<file path="config.mk">
export PLATFORM = sky130hd
export DESIGN_NAME = halt_pwr_ctrl
export DESIGN_NICKNAME = d
export VERILOG_FILES = /design/src/rtl/halt_pwr_pkg.sv /design/src/rtl/halt_wake_detect.sv /design/src/rtl/halt_settle_timer.sv /design/src/rtl/halt_oppoint_regs.sv /design/src/rtl/halt_pwr_ctrl.sv
export SDC_FILE = /design/constraint.sdc
export NUM_CORES = 1
export LEC_CHECK = 0
export BUFFER_PORTS_ARGS = -buffer_cell sky130_fd_sc_hd__buf_4
export CAP_MARGIN = 25
export CORE_AREA = 10 10 71 73
export CTS_BUF_LIST = sky130_fd_sc_hd__clkbuf_8
export CTS_CLUSTER_DIAMETER = 80
export DETAILED_ROUTE_END_ITERATION = 10
export DIE_AREA = 0 0 81 83
export PLACE_DENSITY = 0.8
export SLEW_MARGIN = 20
export SYNTH_ARGS = -nofsm -noshare
export SYNTH_HDL_FRONTEND = slang
export SYNTH_SLANG_ARGS = --single-unit
</file>
<file path="constraint.sdc">
create_clock -name clk -period 1.58 [get_ports clk]
set_clock_uncertainty 0.15 [all_clocks]
set_input_delay 0.158 -clock clk [delete_from_list [all_inputs] [get_ports clk]]
set_output_delay 0.158 -clock clk [all_outputs]
set_load 0.03 [all_outputs]
</file>
<file path="src/rtl/halt_pwr_pkg.sv">
package halt_pwr_pkg;

  typedef enum logic [2:0] {
    PS_RUN       = 3'd0,
    PS_HALT      = 3'd1,
    PS_DEEP      = 3'd2,
    PS_STOPGNT   = 3'd3,
    PS_IN_RATIO  = 3'd4,
    PS_IN_VID    = 3'd5,
    PS_OUT_VID   = 3'd6,
    PS_OUT_RATIO = 3'd7
  } pstate_e;

endpackage

</file>
<file path="src/rtl/halt_wake_detect.sv">
module halt_wake_detect #(
  parameter int N_THREADS = 2
) (
  input  logic [N_THREADS-1:0] thread_halt,
  input  logic                 brk_smi,
  input  logic                 brk_binit,
  input  logic                 brk_init,
  input  logic                 brk_nmi,
  input  logic                 brk_intr,
  output logic                 all_halted,
  output logic                 wake
);

  localparam int N_BRK = 5;

  logic [N_BRK-1:0] brk_vec;

  assign brk_vec    = {brk_intr, brk_nmi, brk_init, brk_binit, brk_smi};
  assign wake       = |brk_vec;
  assign all_halted = &thread_halt;

endmodule

</file>
<file path="src/rtl/halt_settle_timer.sv">
module halt_settle_timer #(
  parameter int SETTLE_CYC = 4
) (
  input  logic clk,
  input  logic rst_n,
  input  logic start,
  output logic done
);

  generate
    if (SETTLE_CYC > 1) begin : g_cnt
      localparam int CW = $clog2(SETTLE_CYC);
      localparam logic [CW-1:0] LOADV = CW'(SETTLE_CYC - 1);
      localparam logic [CW-1:0] ONE   = CW'(1);

      logic [CW-1:0] cnt_q;
      logic [CW-1:0] cnt_d;

      always_comb begin
        cnt_d = cnt_q;
        if (start) begin
          cnt_d = LOADV;
        end else if (cnt_q != '0) begin
          cnt_d = cnt_q - ONE;
        end
      end

      always_ff @(posedge clk or negedge rst_n) begin
        if (!rst_n) begin
          cnt_q <= '0;
        end else begin
          cnt_q <= cnt_d;
        end
      end

      assign done = (cnt_q == '0);

      // each settle window shrinks by one per cycle, never skips
      assert_settle_countdown_R4: assert property (
        @(posedge clk) disable iff (!rst_n)
        (!start && cnt_q != '0) |=> (cnt_q == $past(cnt_q) - ONE)
      );
    end else begin : g_none
      logic unused_in;
      assign unused_in = clk ^ rst_n ^ start;
      assign done = 1'b1 | unused_in;
    end
  endgenerate

endmodule

</file>
<file path="src/rtl/halt_oppoint_regs.sv">
module halt_oppoint_regs #(
  parameter int RATIO_W = 6,
  parameter int VID_W   = 6
) (
  input  logic               clk,
  input  logic               rst_n,
  input  logic [RATIO_W-1:0] cfg_ratio_nom,
  input  logic [RATIO_W-1:0] cfg_ratio_lo,
  input  logic [VID_W-1:0]   cfg_vid_nom,
  input  logic [VID_W-1:0]   cfg_vid_lo,
  input  logic               ratio_lo_sel,
  input  logic               vid_lo_sel,
  output logic [RATIO_W-1:0] core_ratio,
  output logic [VID_W-1:0]   core_vid
);

  logic               load_q;
  logic [RATIO_W-1:0] ratio_nom_q;
  logic [RATIO_W-1:0] ratio_lo_q;
  logic [VID_W-1:0]   vid_nom_q;
  logic [VID_W-1:0]   vid_lo_q;

  // capture window: throughout reset and the first edge after release
  always_ff @(posedge clk or negedge rst_n) begin
    if (!rst_n) begin
      load_q <= 1'b1;
    end else begin
      load_q <= 1'b0;
    end
  end

  always_ff @(posedge clk) begin
    if (load_q) begin
      ratio_nom_q <= cfg_ratio_nom;
      ratio_lo_q  <= cfg_ratio_lo;
      vid_nom_q   <= cfg_vid_nom;
      vid_lo_q    <= cfg_vid_lo;
    end
  end

  assign core_ratio = ratio_lo_sel ? ratio_lo_q : ratio_nom_q;
  assign core_vid   = vid_lo_sel   ? vid_lo_q   : vid_nom_q;

endmodule

</file>
<file path="src/rtl/halt_pwr_ctrl.sv">
module halt_pwr_ctrl
  import halt_pwr_pkg::*;
#(
  parameter int N_THREADS  = 2,
  parameter int RATIO_W    = 6,
  parameter int VID_W      = 6,
  parameter int BUS_W      = 4,
  parameter int BUS_RATIO  = 5,
  parameter int SETTLE_CYC = 4
) (
  input  logic                 clk,
  input  logic                 rst_n,
  input  logic [N_THREADS-1:0] thread_halt,
  input  logic                 brk_smi,
  input  logic                 brk_binit,
  input  logic                 brk_init,
  input  logic                 brk_nmi,
  input  logic                 brk_intr,
  input  logic                 stop_clk_req,
  input  logic                 snoop_req,
  input  logic                 deep_en,
  input  logic [RATIO_W-1:0]   cfg_ratio_nom,
  input  logic [RATIO_W-1:0]   cfg_ratio_lo,
  input  logic [VID_W-1:0]     cfg_vid_nom,
  input  logic [VID_W-1:0]     cfg_vid_lo,
  output logic [2:0]           pwr_state,
  output logic [RATIO_W-1:0]   core_ratio,
  output logic [VID_W-1:0]     core_vid,
  output logic [BUS_W-1:0]     bus_ratio,
  output logic                 busy,
  output logic                 snoop_ack
);

  localparam logic [BUS_W-1:0] BUS_CONST = BUS_W'(BUS_RATIO);

  pstate_e st_q, st_d;
  logic    rlo_q, rlo_d;
  logic    vlo_q, vlo_d;
  logic    org_deep_q, org_deep_d;
  logic    ack_q, ack_d;
  logic    tmr_start, tmr_done;
  logic    all_halted, wake;
  logic    in_halt;

  halt_wake_detect #(.N_THREADS(N_THREADS)) u_wake (
    .thread_halt (thread_halt),
    .brk_smi     (brk_smi),
    .brk_binit   (brk_binit),
    .brk_init    (brk_init),
    .brk_nmi     (brk_nmi),
    .brk_intr    (brk_intr),
    .all_halted  (all_halted),
    .wake        (wake)
  );

  halt_settle_timer #(.SETTLE_CYC(SETTLE_CYC)) u_timer (
    .clk   (clk),
    .rst_n (rst_n),
    .start (tmr_start),
    .done  (tmr_done)
  );

  halt_oppoint_regs #(.RATIO_W(RATIO_W), .VID_W(VID_W)) u_opp (
    .clk           (clk),
    .rst_n         (rst_n),
    .cfg_ratio_nom (cfg_ratio_nom),
    .cfg_ratio_lo  (cfg_ratio_lo),
    .cfg_vid_nom   (cfg_vid_nom),
    .cfg_vid_lo    (cfg_vid_lo),
    .ratio_lo_sel  (rlo_q),
    .vid_lo_sel    (vlo_q),
    .core_ratio    (core_ratio),
    .core_vid      (core_vid)
  );

  assign in_halt = (st_q == PS_HALT) || (st_q == PS_DEEP);

  // next-state logic
  always_comb begin
    st_d       = st_q;
    rlo_d      = rlo_q;
    vlo_d      = vlo_q;
    org_deep_d = org_deep_q;
    tmr_start  = 1'b0;
    ack_d      = snoop_req && in_halt;
    case (st_q)
      PS_RUN: begin
        if (all_halted && !wake) begin
          if (deep_en) begin
            st_d      = PS_IN_RATIO;
            rlo_d     = 1'b1;
            tmr_start = 1'b1;
          end else begin
            st_d = PS_HALT;
          end
        end
      end
      PS_HALT: begin
        if (wake) begin
          st_d = PS_RUN;
        end else if (stop_clk_req) begin
          st_d       = PS_STOPGNT;
          org_deep_d = 1'b0;
        end
      end
      PS_DEEP: begin
        if (wake) begin
          st_d      = PS_OUT_VID;
          vlo_d     = 1'b0;
          tmr_start = 1'b1;
        end else if (stop_clk_req) begin
          st_d       = PS_STOPGNT;
          org_deep_d = 1'b1;
        end
      end
      PS_STOPGNT: begin
        if (!stop_clk_req) begin
          st_d = org_deep_q ? PS_DEEP : PS_HALT;
        end
      end
      PS_IN_RATIO: begin
        if (wake) begin
          st_d      = PS_OUT_RATIO;
          rlo_d     = 1'b0;
          tmr_start = 1'b1;
        end else if (tmr_done) begin
          st_d      = PS_IN_VID;
          vlo_d     = 1'b1;
          tmr_start = 1'b1;
        end
      end
      PS_IN_VID: begin
        if (wake) begin
          st_d      = PS_OUT_VID;
          vlo_d     = 1'b0;
          tmr_start = 1'b1;
        end else if (tmr_done) begin
          st_d = PS_DEEP;
        end
      end
      PS_OUT_VID: begin
        if (tmr_done) begin
          st_d      = PS_OUT_RATIO;
          rlo_d     = 1'b0;
          tmr_start = 1'b1;
        end
      end
      PS_OUT_RATIO: begin
        if (tmr_done) begin
          st_d = PS_RUN;
        end
      end
      default: begin
        st_d  = PS_RUN;
        rlo_d = 1'b0;
        vlo_d = 1'b0;
      end
    endcase
  end

  // state registers
  always_ff @(posedge clk or negedge rst_n) begin
    if (!rst_n) begin
      st_q       <= PS_RUN;
      rlo_q      <= 1'b0;
      vlo_q      <= 1'b0;
      org_deep_q <= 1'b0;
      ack_q      <= 1'b0;
    end else begin
      st_q       <= st_d;
      rlo_q      <= rlo_d;
      vlo_q      <= vlo_d;
      org_deep_q <= org_deep_d;
      ack_q      <= ack_d;
    end
  end

  assign pwr_state = st_q;
  assign busy      = st_q[2];
  assign snoop_ack = ack_q;
  assign bus_ratio = BUS_CONST;

  // low voltage only on top of low ratio
  assert_vid_needs_low_ratio_R11: assert property (
    @(posedge clk) disable iff (!rst_n)
    vlo_q |-> rlo_q
  );

  // ratio was already low when the voltage dropped
  assert_ratio_before_vid_R4: assert property (
    @(posedge clk) disable iff (!rst_n)
    $rose(vlo_q) |-> $past(rlo_q)
  );

  // the voltage is restored while the ratio is still low
  assert_vid_before_ratio_R6: assert property (
    @(posedge clk) disable iff (!rst_n)
    $fell(vlo_q) |-> rlo_q
  );

  // a partial halt never leaves the running state
  assert_partial_halt_R2: assert property (
    @(posedge clk) disable iff (!rst_n)
    (st_q == PS_RUN && !all_halted) |=> (st_q == PS_RUN)
  );

  // a break in plain halt wakes the package
  assert_halt_wake_R5: assert property (
    @(posedge clk) disable iff (!rst_n)
    (st_q == PS_HALT && wake) |=> (st_q == PS_RUN)
  );

  // releasing stop-clock returns to a halt state
  assert_stopgnt_return_R8: assert property (
    @(posedge clk) disable iff (!rst_n)
    (st_q == PS_STOPGNT && !stop_clk_req) |=> (st_q == PS_HALT || st_q == PS_DEEP)
  );

  // a snoop in either halt state is acknowledged
  assert_snoop_ack_R9: assert property (
    @(posedge clk) disable iff (!rst_n)
    (snoop_req && in_halt) |=> snoop_ack
  );

endmodule

</file>
=== Yosys cells after proc, flatten, opt, wreduce, memory -nomap -nowiden ===
Cells that the tools add are included.

* Reductions and logical operators: 18
* Eq/ne operators: 22
* Muxes and demuxes: 37
* Add/sub/neg operators: 1

{| class="wikitable"
|+ Operators by type and width
! operator !! count
|-
| $mux 3 || 12
|-
| $ne 2x2->1 const B || 12
|-
| $pmux 3 s8 || 1
|-
| $mux 1 || 15
|-
| $eq 3x3->1 const B || 4
|-
| $mux 6 || 2
|-
| $reduce_and 5->1 || 2
|-
| $reduce_bool 2->1 || 4
|-
| $eq 3x2->1 const B || 2
|-
| $mux 2 || 3
|-
| $ne 3x3->1 const B || 2
|-
| $reduce_and 6->1 || 1
|-
| $reduce_or 5->1 || 1
|-
| $pmux 1 s2 || 2
|-
| $pmux 1 s4 || 1
|-
| $reduce_and 4->1 || 1
|-
| $eq 3x1->1 const B || 1
|-
| $logic_not 3->1 || 1
|-
| $pmux 1 s3 || 1
|-
| $reduce_bool 3->1 || 1
|-
| $logic_and 1x1->1 || 2
|-
| $logic_not 2->1 || 1
|-
| $ne 2x1->1 const B || 1
|-
| $reduce_and 2->1 || 1
|-
| other kinds (4) || 4
|}

* Register bits after elaboration: 34
* Logic and storage cells: 89
* Output and inout port bits: 21

=== Logic depth before layout (Yosys ltp) ===
Gate-level depths: netlist of the first run.

* Depth after elaboration: 6
* Gate-level depth with buffers: 6

=== Cells and area by module ===
From an unflattened synthesis of the first run, not the netlist that was laid out.

* Cell total of the unflattened synthesis: 115
* Area, all modules: 1,610.3 um^2

{| class="wikitable"
|+ Modules (own cells, without submodules)
! module !! area each (um^2) !! cells an instance !! instances !! seq. area each (um^2)
|-
| halt_oppoint_regs || 953.4 || 40 || 1 || 747.0
|-
| halt_pwr_ctrl || 540.5 || 62 || 1 || 175.2
|-
| halt_settle_timer || 97.6 || 9 || 1 || 50.0
|-
| halt_wake_detect || 18.8 || 4 || 1 || 0.0
|}

=== Worst setup path after synthesis of the first run ===
OpenSTA, ideal clock, no wires.

* Path kind: reg2reg
* Start: reg st_q[2] (netlist: pwr_state[2])
* End: reg u_timer.g_cnt.cnt_q[0]
* Data required time: 1.301 ns
* Library setup time: 0.129 ns
* Arrival: 1.321 ns
* Slack: -0.020 ns
* Cell stages (with the launch flop): 6
* Cell sequence: dfrtp_1 buf_4 and4b_1 and4_1 a211oi_2 o21ai_1

* Longest elaborated chain between the ends: 4
* Elaborated cells between the ends (all ways): 9
* Those cells by class: eq/ne: 4; mux: 2; reduce/logical: 3

{| class="wikitable"
|+ Ends and longest elaborated chain
! what !! line !! source
|-
| start: declaration || halt_pwr_ctrl.sv:36 || <nowiki>pstate_e st_q, st_d;</nowiki>
|-
| start signal: assignment || halt_pwr_ctrl.sv:170 || <nowiki>st_q <= st_d;</nowiki>
|-
| $eq 3x2->1 or $eq 3x3->1 (tied branches) || halt_pwr_ctrl.sv:86 || <nowiki>case (st_q)</nowiki>
|-
| $reduce_or 2->1 (no line) || n/a ||
|-
| $pmux 1 s4 (*) || halt_pwr_ctrl.sv:86 ||
|-
| $mux 2 or $reduce_bool 2->1 (tied branches) || n/a ||
|-
| end signal: assignment || halt_settle_timer.sv:32 || <nowiki>cnt_q <= cnt_d;</nowiki>
|-
| end: declaration || halt_settle_timer.sv:16 || <nowiki>logic [CW-1:0] cnt_q;</nowiki>
|}

Every way passes the cells marked *; elsewhere a longest branch is shown, timed or not.
A chain may end at the register's enable or synchronous reset.

=== Final worst setup path of the first run ===
* Start: reg vlo_q
* End: out core_vid[4]

* Longest elaborated chain between the ends: 1

{| class="wikitable"
|+ Ends and longest elaborated chain
! what !! line !! source
|-
| start: declaration || halt_pwr_ctrl.sv:38 || <nowiki>logic vlo_q, vlo_d;</nowiki>
|-
| start signal: assignment || halt_pwr_ctrl.sv:172 || <nowiki>vlo_q <= vlo_d;</nowiki>
|-
| $mux 6 || halt_oppoint_regs.sv:42 || <nowiki>assign core_vid = vid_lo_sel ? vid_lo_q : vid_nom_q;</nowiki>
|-
| end: declaration || halt_pwr_ctrl.sv:28 || <nowiki>output logic [VID_W-1:0] core_vid,</nowiki>
|}

Every way passes these cells.

==> results of run 1 <==
worst paths after layout:
kind / from / endpoint / slack (ps) / cells after the start
hold / removal: rst_n / pwr_state[0]$_DFFE_PN0P_ / 90 / 2
max in group asynchronous: rst_n / u_opp.load_q$_DFF_PN1_ / 980 / 2
min in group clk: brk_nmi / vlo_q$_DFFE_PN0P_ / 100 / 4
setup / recovery: vlo_q$_DFFE_PN0P_ / core_vid[4] / -10 / 2
hold reg to reg: u_timer.g_cnt.cnt_q[1]$_DFFE_PN0P_ / u_timer.g_cnt.cnt_q[1]$_DFFE_PN0P_ / 430 / 2
setup reg to reg: pwr_state[1]$_DFFE_PN0P_ / u_timer.g_cnt.cnt_q[0]$_DFFE_PN0P_ / 60 / 4
layer usage:
layer / share of wire / track usage / routed length (microns)
met1: 0.35 / 0.131 / 1670
met2: 0.57 / 0.228 / 2690
met3: 0.059 / 0.0409 / 280
met4: 0.016 / 0.0423 / 75
met5: 0 / 0 / 0
through the flow:
stage,util,worst slack (ps)
global route,0.707,-52.4
finish,0.707,-11.9
floorplan,-,37.4
CTS,0.669,-15.3
global placement,0.569,81.9
detailed placement,0.569,-24.2
final cells by class:
type                       count  area (sq um)  share of cell area
clock buffer                   6          82.6              0.0322
tap                           48          60.1              0.0234
timing repair buffer          87           773               0.301
inverter                       4          15.0             0.00585
clock inverter                 2          7.51             0.00292
multi-input combinational     78           651               0.253
sequential                    34           978               0.381
state kept, by name (all words and copies together) (netlist names):
signal               count
vlo_q                    1
org_deep_q               1
pwr_state                3
u_opp.ratio_lo_q         6
snoop_ack                1
rlo_q                    1
u_timer.g_cnt.cnt_q      2
u_opp.ratio_nom_q        6
u_opp.load_q             1
u_opp.vid_nom_q          6
u_opp.vid_lo_q           6
what timing repair did:
item,4_1_cts,5_1_grt
resized for setup,6,29
endpoints found under the hold margin,35,0
setup endpoints to repair,14,16
setup buffers,0,4
pin swaps,0,2
hold buffers,26,0
synth_stat cells, drive strengths merged (2+ instances only):
| library cell | instances | area (sq um) |
|---|---|---|
| edfxtp | 24 | 721 |
| mux2 | 12 | 135 |
| buf | 10 | 73.8 |
| dfrtp | 9 | 225 |
| o21ai | 9 | 45.0 |
| nor3 | 6 | 41.3 |
| nand2 | 5 | 21.3 |
| nor2 | 5 | 21.3 |
| nor3b | 5 | 48.8 |
| inv | 4 | 15.0 |
| nor2b | 4 | 25.0 |
| a211oi | 3 | 27.5 |
| nand2b | 3 | 18.8 |
| a21boi | 2 | 15.0 |
| a21oi | 2 | 10.0 |
| clkbuf | 2 | 7.51 |
| conb | 2 | 7.51 |
| mux2i | 2 | 20.0 |
| nand4b | 2 | 17.5 |
cells by family (layout without fill, tap and decap cells):
logic type / Yosys count / after routing
flip-flops: 34 / 34
AND/OR/NAND/NOR: 33 / 33
XOR/XNOR: 1 / 1
AO/OA/AOI/OAI: 24 / 24
adder cells (fa/ha/maj): 1 / 1
other: 2 / 5
buffers and inverters: 16 / 99
multiplexers: 14 / 14
layout by cell type (no fill, tap or decap), drive strengths merged, types with 3 or more instances in the layout:
master and count:
nor3 6, conb 5, nand2 5, buf 61, inv 4, clkbuf 6
nor3b 5, dlygate4sd3 26, o21ai 9, mux2 12, a211oi 3, nand2b 3
nor2b 4, nor2 5, dfrtp 9, edfxtp 24
power groups by stage:
| stage | registers [W] | logic, W | clock network [W] |
|---|---|---|---|
| floorplan | 0.00119 | 0.000681 | 0 |
| global placement | 0.00120 | 0.000911 | 0 |
| detailed placement | 0.00121 | 0.000947 | 0 |
| CTS | 0.00119 | 0.00101 | 0.000643 |
| global route | 0.00119 | 0.00130 | 0.000690 |
| finish | 0.00118 | 0.00120 | 0.000631 |
==> impl_metrics.env, run 1 <==
export IMPL_dr_pass1_iters=4
export IMPL_yosys_warnings=0
export IMPL_die_area_sq_um=6720
export IMPL_power_share_clock=0.209
export IMPL_slowest_delay_ps=510
export IMPL_core_sq_um=3630
export IMPL_place_congestion=0.809
export IMPL_drcViolationCount=0
export IMPL_io_pin_count=57
export IMPL_vias_per_cell=5.22
export IMPL_crit_path_start_kind="register"
export IMPL_synth_compound_area_frac=0.100
export IMPL_hpwl_microns=2860
export IMPL_seqPwrFrac=0.391
export IMPL_syn_area_sq_um=1630
export IMPL_vias=1353
export IMPL_final_area_sq_um=2570
export IMPL_placed_area_sq_um=2070
export IMPL_power_w=0.00301
export IMPL_placement_rows=22
export IMPL_violations="setup timing"
export IMPL_syn_inst=125
export IMPL_grt_pass1_wl_microns=6680
export IMPL_numCtsBuffers=5
export IMPL_p_leak_nw=1.08
export IMPL_critPathMaxFanout=7
export IMPL_maxCapViolCount=0
export IMPL_cp_num_buf_inv=1
export IMPL_dp_cells=221
export IMPL_fin_crit_sh=1.01
export IMPL_timing_fmax_ghz=0.628
export IMPL_fill_cells=251
export IMPL_drv_slew=0
export IMPL_cts_root_buf="clkbuf_8"
export IMPL_hold_class="in -> async"
export IMPL_ys_types=42
export IMPL_grt_setup_unrepaired="yes"
export IMPL_wire_per_inst_microns=18.2
export IMPL_clk_pin_slew_worst_paths_ps=60
export IMPL_ys_ff_latch=34
export IMPL_cts_tree="done"
export IMPL_p_int_w=0.00198
export IMPL_synthAdderAreaFrac=0.00766
export IMPL_clockBufferDepth=2
export IMPL_clkSinkCount=34
export IMPL_clk_latency_ps=290
export IMPL_p_sw_frac=0.341
export IMPL_start_util=0.450
export IMPL_endpoint_kind="output port"
export IMPL_seq_area_frac_synth=0.595
export IMPL_instances_no_fill=259
export IMPL_crit_chain="mux2_4, buf_6"
export IMPL_critPathRequiredTime_ps=1270
export IMPL_outcome="complete, but fails checks"
export IMPL_fin_tns_setup_ps=-20.6
export IMPL_slowest_stage="dfrtp_2"
export IMPL_drt_iter0_markers=217
export IMPL_synth_edf_count=24
export IMPL_setup_viol=3
export IMPL_avgSynthCellArea_sq_um=13.1
export IMPL_cts_max_level=2
export IMPL_critical_path_class="reg -> out"
export IMPL_drt_wl_total_microns=4710
export IMPL_synth_xor_area_share=0.00536
export IMPL_die_width_microns=81
export IMPL_p_per_area_nw_per_um2=1170
export IMPL_critPathTopFamily="flip-flops"
export IMPL_holdWs_ps=91.1
export IMPL_grt_pass1_vias=1378
export IMPL_async_flop_share=0.294
export IMPL_combPwrFrac=0.399
export IMPL_grt_start_max_net_pins=21
export IMPL_grt_ovfl_total=0
export IMPL_ant_nets=0
export IMPL_antenna_cells=0
export IMPL_finalHoldViolCount=0
export IMPL_nets=247
export IMPL_port_buffers=52
export IMPL_synth_mux_area_frac=0.0949
export IMPL_die_y_microns=83
export IMPL_setup_ws_ps=-11.9
export IMPL_synth_simple_gate_area_frac=0.133
export IMPL_antenna_found_initial=0
export IMPL_post_route_min_period_ps=1590
export IMPL_synth_top_family_by_area="simple AND/OR/NAND/NOR gates"
export IMPL_syn2layout_area_growth_pct=57.1
export IMPL_peakVddDrop_uv=543
export IMPL_p_sw_w=0.00103
export IMPL_synth_ff_type="edfxtp_1"
export IMPL_cp_arrival_ps=1280
export IMPL_drive_gt1_frac=0.450
export IMPL_grt_usage=0.126
No activity file was read; power rests on OpenSTA's default activity.
==> inputs of run 2 (changes only) <==
==> constraint.sdc (replaced) <==
create_clock -name clk -period 1.58 [get_ports clk]
set_clock_uncertainty 0.15 [all_clocks]
set_input_delay 0.316 -clock clk [delete_from_list [all_inputs] [get_ports clk]]
set_output_delay 0.316 -clock clk [all_outputs]
set_load 0.03 [all_outputs]
==> run 2 against run 1 <==
  * The flow still finishes with violations (setup timing)
  * Critical path depth stayed put
  * Maximum frequency down 7.6%
  * Design area shrank 7.3%
  * Sequential power hardly changed
  * Sequential cell count stayed put
  * Utilization is 5.1 points lower
  * Count of clock-buffer cells in the layout decreased by 1
  * Worst hold slack got worse by 28 ps
  * Final cell count down 7.3%
==> impl_metrics.env, run 2 (synthesis gave the netlist of run 1 again) <==
export IMPL_finalHoldViolCount=0
export IMPL_outcome="complete, but fails checks"
export IMPL_cp_num_buf_inv=1
export IMPL_timing_fmax_ghz=0.580
export IMPL_endpoint_kind="output port"
export IMPL_setup_viol=12
export IMPL_antenna_found_initial=0
export IMPL_cp_arrival_ps=1260
export IMPL_crit_chain="mux2_4, buf_6"
export IMPL_cts_root_buf="clkbuf_8"
export IMPL_port_buffers=52
export IMPL_critPathRequiredTime_ps=1110
export IMPL_slew_limit_headroom=0.664
export IMPL_final_area_sq_um=2380
export IMPL_placement_rows=22
export IMPL_post_route_min_period_ps=1720
export IMPL_critPathTopFamily="flip-flops"
export IMPL_p_per_area_nw_per_um2=1320
export IMPL_fill_cells=269
export IMPL_die_y_microns=83
export IMPL_hold_class="in -> reg"
export IMPL_holdWs_ps=63.2
export IMPL_critical_path_class="reg -> out"
export IMPL_final_cell_mix="buf_4, edfxtp_1, buf_6"
export IMPL_grt_usage=0.114
export IMPL_clk_latency_ps=280
export IMPL_peakVddDrop_uv=665
export IMPL_hpwl_microns=2780
export IMPL_drcViolationCount=0
export IMPL_grt_ovfl_total=0
export IMPL_p_leak_nw=1.01
export IMPL_die_area_sq_um=6720
export IMPL_clkSinkCount=34
export IMPL_io_pin_count=57
export IMPL_fin_crit_sh=1.09
export IMPL_crit_path_start_kind="register"
export IMPL_grt_pass1_vias=1298
export IMPL_drt_wl_total_microns=4040
export IMPL_slowest_stage="dfrtp_2"
export IMPL_grt_pass1_wl_microns=6090
export IMPL_wire_per_inst_microns=16.8
export IMPL_drive_gt1_frac=0.521
export IMPL_vias=1256
export IMPL_start_util=0.450
export IMPL_critPathMaxFanout=7
export IMPL_drv_slew=0
export IMPL_syn2layout_area_growth_pct=45.7
export IMPL_setup_ws_ps=-143
export IMPL_die_width_microns=81
export IMPL_final_common_cell="buf_4"
export IMPL_dr_pass1_iters=4
export IMPL_drt_iter0_markers=57
export IMPL_ant_nets=0
export IMPL_fin_tns_setup_ps=-1540
export IMPL_numCtsBuffers=5
export IMPL_antenna_cells=0
export IMPL_violations="setup timing"
export IMPL_worstMarginPinSlew_ps=503
export IMPL_slowest_delay_ps=500
export IMPL_cts_max_level=2
export IMPL_grt_setup_unrepaired="yes"
export IMPL_grt_start_max_net_pins=25
export IMPL_nets=229
export IMPL_clockBufferDepth=2
export IMPL_cts_tree="done"
export IMPL_clk_pin_slew_worst_paths_ps=60
export IMPL_placed_area_sq_um=2050
export IMPL_dp_slack_ps=15.8
export IMPL_maxCapViolCount=0
export IMPL_place_congestion=0.870
export IMPL_fin_util=0.655
export IMPL_vias_per_cell=5.23
export IMPL_core_sq_um=3630
[run 2: final cells by class]
class                      count  area [sq um]  share of cell area
sequential                    34           978               0.411
multi-input combinational     78           631               0.265
timing repair buffer          69           594               0.250
clock buffer                   5          68.8              0.0289
tap                           48          60.1              0.0252
clock inverter                 2          33.8              0.0142
inverter                       4          15.0             0.00631
[run 2: power by group]
part | leakage (nW) | switching [W] | internal [W]
sequential | 0.343 | 0.000101 | 0.00107
clock | 0.0517 | 0.000266 | 0.000455
combinational | 0.615 | 0.000618 | 0.000644
[run 2: final timing paths]
path                       cells after the start  slack, ps                               start                                 end
max                                            2       -140                   vlo_q$_DFFE_PN0P_                         core_vid[3]
min                                            1         60                     cfg_ratio_lo[3]       u_opp.ratio_lo_q[3]$_DFFE_PP_
max reg2reg                                    6         50  u_timer.g_cnt.cnt_q[0]$_DFFE_PN0P_            pwr_state[0]$_DFFE_PN0P_
min reg2reg                                    2        390  u_timer.g_cnt.cnt_q[0]$_DFFE_PN0P_  u_timer.g_cnt.cnt_q[0]$_DFFE_PN0P_
max in group asynchronous                      2        810                               rst_n              u_opp.load_q$_DFF_PN1_
min in group asynchronous                      2        250                               rst_n            pwr_state[0]$_DFFE_PN0P_
[run 2: through the flow]
stage | power [W] | instances
4_1_cts | 0.00301 | 235
3_3_place_gp | 0.00212 | 221
3_5_place_dp | 0.00216 | 221
6_report | 0.00315 | 240
2_1_floorplan | 0.00187 | 128
5_1_grt | 0.00334 | 240
[run 2: worst reg2reg max path: stages (launching register included)]
cell and delay (ps):
dfrtp_1 340, inv_1 60, ha_1 230, buf_4 170
nand2b_1 180, o22ai_1 180, a32oi_1 80
[run 2: timing repair]
item                                    4_1_cts  5_1_grt
hold endpoints to repair                     10        0
hold buffers                                  1        0
endpoints found under the setup margin       19       19
cloned                                        0        0
buffers inserted                              6        5
pin swaps                                     0        2
gates resized for setup                      29        6
[run 2: metal layers]
layer  global-route usage  part of all wire
met1                0.113              0.33
met2                0.208              0.57
met3               0.0269             0.076
met4               0.0563             0.024
met5                    0                 0
==> inputs of run 3 (changes only) <==
--- a/config.mk
+++ b/config.mk
@@ -12,7 +12,7 @@
 export CTS_CLUSTER_DIAMETER = 80
 export DETAILED_ROUTE_END_ITERATION = 10
 export DIE_AREA = 0 0 81 83
-export PLACE_DENSITY = 0.8
+export PLACE_DENSITY_LB_ADDON = 0.15
 export SLEW_MARGIN = 20
 export SYNTH_ARGS = -nofsm -noshare
 export SYNTH_HDL_FRONTEND = slang
==> run 3 against run 2 <==
  * The flow still finishes with violations (setup timing)
  * Total power decreased by 1.6%
  * Final cell count increased by 1.3%
  * Sequential share of layout area shrank 0.77 points
  * First-iteration DRC count increased by 46%
  * Worst setup slack improved by 17 ps
  * Sequential cell count did not move
  * Routed wire length shrank 1.8%
  * Clock power decreased by 12%
  * Worst hold slack improved by 2.9 ps
  * Register-to-register slack about the same
  * Non-clock buffer count is 2 higher
==> impl_metrics.env, run 3 (synthesis gave the netlist of run 1 again) <==
export IMPL_outcome="complete, but fails checks"
export IMPL_violations="setup timing"
export IMPL_setup_viol=12
export IMPL_r2r_start="u_timer.g_cnt.cnt_q[0]$_DFFE_PN0P_"
export IMPL_regToRegEndpoint="pwr_state[0]$_DFFE_PN0P_"
export IMPL_setup_ws_ps=-126
export IMPL_drive_gt1_frac=0.564
export IMPL_cts_max_level=2
export IMPL_crit_path_start_kind="register"
export IMPL_cts_root_buf="clkbuf_8"
export IMPL_min_delay_worst_endpoint="u_opp.ratio_lo_q[4]$_DFFE_PP_"
export IMPL_drt_wl_total_microns=3970
export IMPL_dr_pass1_iters=4
export IMPL_die_area_sq_um=6720
export IMPL_critPathMaxFanout=7
export IMPL_die_width_microns=81
export IMPL_maxCapViolCount=0
export IMPL_final_area_sq_um=2420
export IMPL_cp_arrival_ps=1240
export IMPL_antenna_cells=0
export IMPL_crit_chain="mux2_4, buf_6"
export IMPL_endpoint_kind="output port"
export IMPL_finalHoldViolCount=0
export IMPL_post_route_min_period_ps=1710
export IMPL_fin_crit_sh=1.08
export IMPL_core_sq_um=3630
export IMPL_holdPathStages=1
export IMPL_timing_fmax_ghz=0.586
export IMPL_place_congestion=0.821
export IMPL_grt_start_max_net_pins=21
export IMPL_cts_tree="done"
export IMPL_fill_cells=279
export IMPL_antenna_found_initial=0
export IMPL_cp_num_buf_inv=1
export IMPL_peakVddDrop_uv=700
export IMPL_vias_per_cell=5.03
export IMPL_placed_area_sq_um=2110
export IMPL_p_leak_nw=1.02
export IMPL_hold_class="in -> reg"
export IMPL_slowest_stage="dfrtp_2"
export IMPL_final_common_cell="buf_4"
export IMPL_rr_worst_depth=6
export IMPL_drcViolationCount=0
export IMPL_clk_latency_ps=270
export IMPL_critPathRequiredTime_ps=1110
export IMPL_fin_tns_setup_ps=-1420
export IMPL_numCtsBuffers=5
export IMPL_vias=1223
export IMPL_syn2layout_area_growth_pct=48.3
export IMPL_drt_iter0_markers=83
export IMPL_regArea_sq_um=977
export IMPL_clockBufferDepth=2
export IMPL_p_per_area_nw_per_um2=1280
export IMPL_multiInputGateArea_sq_um=676
export IMPL_r2r_slack_ps=60
export IMPL_clkSinkCount=34
export IMPL_start_util=0.450
export IMPL_io_pin_count=57
export IMPL_critPathTopFamily="flip-flops"
export IMPL_port_buffers=52
export IMPL_slowest_delay_ps=490
export IMPL_clk_pin_slew_worst_paths_ps=70
export IMPL_grt_usage=0.115
export IMPL_hp_start="cfg_ratio_lo[4]"
export IMPL_grt_ovfl_total=0
export IMPL_hpwl_microns=2880
export IMPL_placement_rows=22
export IMPL_grt_pass1_vias=1252
export IMPL_nets=231
export IMPL_grt_pass1_wl_microns=6100
export IMPL_final_cell_mix="buf_4, edfxtp_1, buf_6"
export IMPL_grt_setup_unrepaired="yes"
export IMPL_die_y_microns=83
export IMPL_drv_slew=0
export IMPL_wire_per_inst_microns=16.3
export IMPL_critical_path_class="reg -> out"
export IMPL_ant_nets=0
-- run 3: changes by cell type in the layout (fill, tap and decap cells not counted), sizes merged --
cell and change:
clkbuf +1, bufinv -1, clkinvlp +1, buf +2
-- run 3: through the flow --
stage | utilization | hold slack, ps | power, W | cells | setup WS [ps]
global placement | 0.581 | 5.16 | 0.00219 | 227 | 73.2
detailed placement | 0.581 | 4.89 | 0.00223 | 227 | 34.0
finish | 0.667 | 66.1 | 0.00310 | 243 | -126
CTS | 0.635 | 58.9 | 0.00290 | 236 | -134
global route | 0.667 | 46.7 | 0.00330 | 243 | -171
floorplan | - | -130 | 0.00187 | 128 | 37.4
-- run 3: power by group --
part	internal (W)	leakage, nW	total, W	switching (W)
Sequential	0.00107	0.344	0.00115	0.0000878
Clock	0.000349	0.0472	0.000633	0.000283
Combinational	0.000658	0.634	0.00132	0.000658
Total	0.00207	1.02	0.00310	0.00103
-- run 3: metal layers --
layer / routed length (microns) / vias up / track usage
li1: - / 592 / -
met1: 1510 / 586 / 0.122
met2: 2130 / 43 / 0.192
met3: 294 / 2 / 0.0474
met4: 29 / 0 / 0.0454
met5: 0 / - / 0
-- run 3: repair_timing --
action                     in CTS  in global routing
gates cloned                    0                  0
buffers inserted                0                  7
hold buffers                    1                  0
pin swaps                       0                  3
resized for setup              26                 17
hold endpoints to repair       10                  0
setup endpoints to repair      12                 16
-- run 3: worst max-delay path by stage --
stage / startpoint / endpoint / slack [ps] / cells past startpoint
2_1_floorplan: pwr_state[0]$_DFFE_PN0P_ / pwr_state[0]$_DFFE_PN0P_ / 40 / 5
3_3_place_gp: u_timer.g_cnt.cnt_q[0]$_DFFE_PN0P_ / u_timer.g_cnt.cnt_q[0]$_DFFE_PN0P_ / 70 / 6
3_5_place_dp: u_timer.g_cnt.cnt_q[0]$_DFFE_PN0P_ / u_timer.g_cnt.cnt_q[1]$_DFFE_PN0P_ / 30 / 6
4_1_cts: vlo_q$_DFFE_PN0P_ / core_vid[0] / -130 / 2
5_1_grt: vlo_q$_DFFE_PN0P_ / core_vid[5] / -170 / 2
6_report: vlo_q$_DFFE_PN0P_ / core_vid[5] / -130 / 2
-- run 3: final cells by class --
| cell class | instances | share of cell area |
|---|---|---|
| clock inverter | 2 | 0.00516 |
| sequential | 34 | 0.403 |
| tap | 48 | 0.0248 |
| multi-input combinational | 78 | 0.279 |
| timing repair buffer | 71 | 0.248 |
| inverter | 4 | 0.00620 |
| clock buffer | 6 | 0.0341 |
